<file path="src/rtl/key_evt_pkg.sv">
package key_evt_pkg;
  localparam int EVT_W = 8;

  typedef struct packed {
    logic shift;      // move every entry one slot toward the head
    logic load;       // write wrData into slot loadIdx
    logic headValid;  // slot 0 holds an unread entry
  } fifoCtrl_t;
endpackage

</file>
<file path="src/rtl/key_evt_ctrl.sv">
module key_evt_ctrl
  import key_evt_pkg::*;
#(
  parameter int DEPTH = 10,
  localparam int CNT_W = $clog2(DEPTH + 1)
) (
  input  logic             clk,
  input  logic             rstN,
  input  logic             wrEn,
  input  logic             rdEn,
  input  logic             ovfClr,
  input  logic             evtIntEn,
  input  logic             ovfIntEn,
  output fifoCtrl_t        ctrl,
  output logic [CNT_W-1:0] loadIdx,
  output logic [CNT_W-1:0] evtCount,
  output logic             ovfFlag,
  output logic             irqReq
);
  localparam logic [CNT_W-1:0] FULL_CNT = CNT_W'(DEPTH);

  logic notEmpty, isFull, popEff, wrapEv;

  assign notEmpty = (evtCount != '0);
  assign isFull   = (evtCount == FULL_CNT);
  assign popEff   = rdEn && notEmpty;
  assign wrapEv   = wrEn && isFull && !popEff;

  always_comb begin
    ctrl.shift     = popEff || wrapEv;
    ctrl.load      = wrEn;
    ctrl.headValid = notEmpty;
    loadIdx        = evtCount - CNT_W'(ctrl.shift);
  end

  always_ff @(posedge clk or negedge rstN) begin
    if (!rstN) begin
      evtCount <= '0;
    end else if (wrEn && !wrapEv && !popEff) begin
      evtCount <= evtCount + 1'b1;
    end else if (popEff && !wrEn) begin
      evtCount <= evtCount - 1'b1;
    end
  end

  always_ff @(posedge clk or negedge rstN) begin
    if (!rstN) begin
      ovfFlag <= 1'b0;
    end else if (wrapEv) begin
      ovfFlag <= 1'b1;
    end else if (ovfClr) begin
      ovfFlag <= 1'b0;
    end
  end

  assign irqReq = (evtIntEn && notEmpty) || (ovfIntEn && ovfFlag);
endmodule

</file>
<file path="src/rtl/key_evt_store.sv">
module key_evt_store
  import key_evt_pkg::*;
#(
  parameter int DEPTH = 10,
  localparam int CNT_W = $clog2(DEPTH + 1)
) (
  input  logic             clk,
  input  logic             rstN,
  input  fifoCtrl_t        ctrl,
  input  logic [CNT_W-1:0] loadIdx,
  input  logic [EVT_W-1:0] wrData,
  output logic [EVT_W-1:0] rdData
);
  logic [EVT_W-1:0] slot [DEPTH];

  for (genvar i = 0; i < DEPTH; i++) begin : g_slot
    logic [EVT_W-1:0] upstream;
    logic [EVT_W-1:0] slotNext;

    if (i == DEPTH - 1) begin : g_tail
      assign upstream = '0;
    end else begin : g_mid
      assign upstream = slot[i+1];
    end

    always_comb begin
      slotNext = ctrl.shift ? upstream : slot[i];
      if (ctrl.load && (loadIdx == CNT_W'(i))) begin
        slotNext = wrData;
      end
    end

    always_ff @(posedge clk or negedge rstN) begin
      if (!rstN) begin
        slot[i] <= '0;
      end else begin
        slot[i] <= slotNext;
      end
    end
  end

  assign rdData = ctrl.headValid ? slot[0] : '0;
endmodule

</file>
<file path="src/rtl/key_evt_fifo.sv">
module key_evt_fifo
  import key_evt_pkg::*;
#(
  parameter int DEPTH = 10,
  localparam int CNT_W = $clog2(DEPTH + 1)
) (
  input  logic             clk,
  input  logic             rstN,
  input  logic             wrEn,
  input  logic [7:0]       wrData,
  input  logic             rdEn,
  output logic [7:0]       rdData,
  output logic [CNT_W-1:0] evtCount,
  input  logic             ovfClr,
  output logic             ovfFlag,
  input  logic             evtIntEn,
  input  logic             ovfIntEn,
  output logic             irqReq
);
  fifoCtrl_t        ctrl;
  logic [CNT_W-1:0] loadIdx;

  key_evt_ctrl #(.DEPTH(DEPTH)) ctrl_i (
    .clk(clk), .rstN(rstN), .wrEn(wrEn), .rdEn(rdEn), .ovfClr(ovfClr),
    .evtIntEn(evtIntEn), .ovfIntEn(ovfIntEn), .ctrl(ctrl), .loadIdx(loadIdx),
    .evtCount(evtCount), .ovfFlag(ovfFlag), .irqReq(irqReq)
  );

  key_evt_store #(.DEPTH(DEPTH)) store_i (
    .clk(clk), .rstN(rstN), .ctrl(ctrl), .loadIdx(loadIdx),
    .wrData(wrData), .rdData(rdData)
  );
endmodule

</file>
<file path="config.mk">
export PLATFORM = sky130hd
export DESIGN_NAME = key_evt_fifo
export DESIGN_NICKNAME = d
export VERILOG_FILES = /design/src/rtl/key_evt_pkg.sv /design/src/rtl/key_evt_ctrl.sv /design/src/rtl/key_evt_store.sv /design/src/rtl/key_evt_fifo.sv
export SDC_FILE = /design/constraint.sdc
export NUM_CORES = 1
export LEC_CHECK = 0
export BUFFER_PORTS_ARGS = -buffer_cell sky130_fd_sc_hd__buf_2
export CAP_MARGIN = 20
export CORE_ASPECT_RATIO = 1.5
export CORE_MARGIN = 2
export CORE_UTILIZATION = 60
export CTS_BUF_LIST = sky130_fd_sc_hd__clkbuf_16
export DETAILED_ROUTE_END_ITERATION = 10
export GPL_TIMING_DRIVEN = 0
export PLACE_DENSITY = 0.79
export SYNTH_ARGS = -nofsm -noshare
export SYNTH_HDL_FRONTEND = slang
export SYNTH_SLANG_ARGS = --single-unit
export TNS_END_PERCENT = 50
</file>
<file path="constraint.sdc">
create_clock -name clk -period 8.55 [get_ports clk]
set_clock_uncertainty 0.15 [all_clocks]
set_input_delay 0 -clock clk [delete_from_list [all_inputs] [get_ports clk]]
set_output_delay 0 -clock clk [all_outputs]
set_load 0.1 [all_outputs]
</file>
==> out/results.tsv <==
metric	value	unit
net switching fraction of the power	40.6	%
post-synthesis simple-gate area fraction	5.41	%
largest family of logic cells by synthesized area	multiplexers	
Setup CP Type	reg -> reg	
Design Power	0.00176	W
Clock Tree Root	clkbuf_16	
gpl congestion	0.839	
Seq pwr share	36.0	%
Critical Path Fanout Max	10	
first-pass GRT wire length	13800	um
cell taking the most area after synthesis	dfrtp_1	
Final TNS setup	0	ns
mean post-synth cell area	13.0	um^2
final worst slack	4.79	ns
Syn Inst Count	335	
Max Cap Viol	0	
dpl cells	443	
post-CTS setup buffers	0	
Clk pwr share	19.5	%
Starting Density	61.0	%
Fillers	517	
Final Hold Vio Count	0	
# rows	38	
status	finished clean	
mapped cell area	4350	um^2
final net count	407	
hold path cells	5	
post-synthesis mux area share	36.4	%
ys flop type	dfrtp_1	
register area share after synthesis	48.9	%
pre-CTS setup slack	4.79	ns
post-synth top area share	48.9	%
CP endpoint kind	flop	
NetSw	0.000714	W
PD cells	351	nW/um^2
asr flop ratio synth	100	%
Diodes inserted	0	
hold path endpoint	ctrl_i.evtCount[2]$_DFFE_PN0P_	
hold crit path type	in -> reg	
core area	7130	um^2
Hold-fix buffers, CTS	13	
dominant cells by area after synthesis	dfrtp_1, mux2i_1, mux2_2	
CTS tree	built	
Yosys Warn Count	0	
critical path, cell by cell	o41ai_1 > o41a_1 > buf_4 > buf_6 > buf_4 > inv_1 > ha_1 > nor2b_2 > xnor2_2 > a31oi_2 > or4_1 > buf_6 > mux2_4	
Slowest Stage Delay on Critical Path	0.49	ns
FF+latch count, synth	85	
initial antenna violation count	0	
clock slew at reported path FFs	0.06	ns
fmax	266	MHz
Synth Net Count	355	
final antenna-violating net count	0	
num ports	29	
via count	2716	
CP Launch Type	flop	
clk sinks	85	
XOR/XNOR share of the synthesized area	0.978	%
leak pwr	2.47	nW
Crit Reg-Reg Startpoint	ctrl_i.evtCount[1]$_DFFE_PN0P_	
Synth Area in Compound Gates	2.27	%
largest net degree at the start of global routing	75	
worst-case clock buffer depth	2	
number of synthesized flops with an enable pin	0	
DRC errors left	0	
Core Util, Final	70.2	%
layout cell share with drive strength beyond 1	24.2	%
die area	7960	um^2
Combinational Power Share	44.5	%
vias in the first global route	2885	
crit path DAT	3.82	ns
hold path startpoint	wrEn	
DP HPWL	5760	um
vias per cell	5.75	
drt pass-1 iters	4	
fin crit period	3.76	ns
final setup fails	0	
TritonCTS Buffers	9	
worst-margin pin slew	0.587	ns
Tot GR Track Use	22.7	%
FF-to-FF End	store_i.g_slot[6].upstream[7]$_DFFE_PN0P_	
worst skew pair latency	0.33	ns
total wire length	8170	um
Req. time, crit path	8.61	ns
die width	73.5	um
post-CTS sizing	0	
Pint	0.00105	W
Routed wire per std cell	17.3	um
DR iter-0 viols	123	
Layout area overhead	15.1	%
Adder-Cell Fraction of Synth Area	1.61	%
port bufs	27	
Cell variety after synth	38	
H-Tree Depth	3	
worst vdd ir	196	uV
Reg2Reg Depth	13	
R2R setup slack	4.79	ns
Tcrit/Tclk final	44.0	%
Slew headroom	60.8	%
gr ovfl total	0	
DIE HEIGHT	108	um
final cell count without fillers	472	
Max stage delay cell, worst path	dfrtp_1	
max-slew violation count	0	
RSZ-0062 raised after global routing	false	
==> cells in the final DEF (no fill, tap or decap), types with 3 or more instances in the layout <==
cell and n:
inv_1 11, clkinv_1 7, nor2_1 3, nand3_1 3, ha_1 4, buf_2 30, buf_6 7, clkbuf_16 9
buf_4 6, and2_1 8, mux2_2 27, dlygate4sd3_1 13, or4_1 3, nand2_1 12, clkinvlp_4 3, dfrtp_1 85
mux2_1 3, mux2i_1 123, nor2_2 6
==> worst max path at each step <==
| stage | from | end | depth (start not counted) | slack [ns] |
|---|---|---|---|---|
| after floorplan | ctrl_i.evtCount[2]$_DFFE_PN0P_ | store_i.g_slot[6].upstream[7]$_DFFE_PN0P_ | 14 | 4.63 |
| after global placement | ctrl_i.evtCount[1]$_DFFE_PN0P_ | store_i.g_slot[6].upstream[7]$_DFFE_PN0P_ | 13 | 4.89 |
| after detailed placement | ctrl_i.evtCount[1]$_DFFE_PN0P_ | store_i.g_slot[6].upstream[7]$_DFFE_PN0P_ | 13 | 4.79 |
| after CTS | ctrl_i.evtCount[1]$_DFFE_PN0P_ | store_i.g_slot[6].upstream[7]$_DFFE_PN0P_ | 13 | 4.76 |
| after global routing | ctrl_i.evtCount[2]$_DFFE_PN0P_ | store_i.g_slot[6].upstream[7]$_DFFE_PN0P_ | 14 | 4.60 |
| final | ctrl_i.evtCount[1]$_DFFE_PN0P_ | store_i.g_slot[6].upstream[7]$_DFFE_PN0P_ | 13 | 4.79 |
==> sequential cells by signal, indices dropped and copies added (netlist names) <==
name / cells
store_i.g_slot.upstream: 72
ctrl_i.evtCount: 4
store_i.slot: 8
ctrl_i.ovfFlag: 1
==> cells in the mapped netlist, drive strengths merged, types with 4 or more instances <==
cell	count
and2	8
nand2	12
mux2i	123
nor2	9
inv	7
mux2	31
dfrtp	85
clkinv	7
ha	4
buf	16
==> power groups by stage <==
stage	clock (W)	combinational, W	sequential [W]
finish	0.000344	0.000783	0.000633
CTS	0.000350	0.000790	0.000634
global route	0.000367	0.000846	0.000653
floorplan	0	0.000582	0.000690
detailed placement	0	0.000781	0.000640
global placement	0	0.000749	0.000629
==> cell type report <==
class                      count  area [um^2]  share of cell area, %
buffer                        17          140                   2.80
tap                           80          100                   2.00
clock buffer                   9          225                   4.50
timing repair buffer          41          295                   5.90
multi-input combinational    219         2030                   40.5
sequential                    85         2130                   42.5
clock inverter                 7         37.5                  0.749
inverter                      14         52.6                   1.05
==> critical path, delay by kind of cell (launching register included) <==
family | cells | cell delay, ns
AO/OA/AOI/OAI | 3 | 0.75
XOR/XNOR | 1 | 0.24
adder cells (fa/ha/maj) | 1 | 0.19
buffers and inverters | 5 | 0.85
flip-flops | 1 | 0.49
multiplexers | 1 | 0.29
AND/OR/NAND/NOR | 2 | 0.65
==> cell families after synthesis <==
logic type | after synthesis
flip-flops | 85
AO/OA/AOI/OAI | 13
multiplexers | 154
AND/OR/NAND/NOR | 43
adder cells (fa/ha/maj) | 5
buffers and inverters | 31
XOR/XNOR | 4
==> per-stage QoR <==
stage | cell area [um^2] | hold slack (ns)
floorplan | 4350 | -0.446
global placement | 4590 | 0.0519
detailed placement | 4620 | -0.289
CTS | 5010 | 0.0434
global route | 5010 | 0.0916
finish | 5010 | 0.0532
==> layer usage <==
metal | vias up | track usage [%] | share of wire, %
li1 | 1296 | - | -
met1 | 1359 | 26.8 | 43
met2 | 44 | 39.7 | 52
met3 | 17 | 4.10 | 2.3
met4 | 0 | 9.48 | 2.5
met5 | - | 0 | 0
Power figures use the tool's default switching activity.
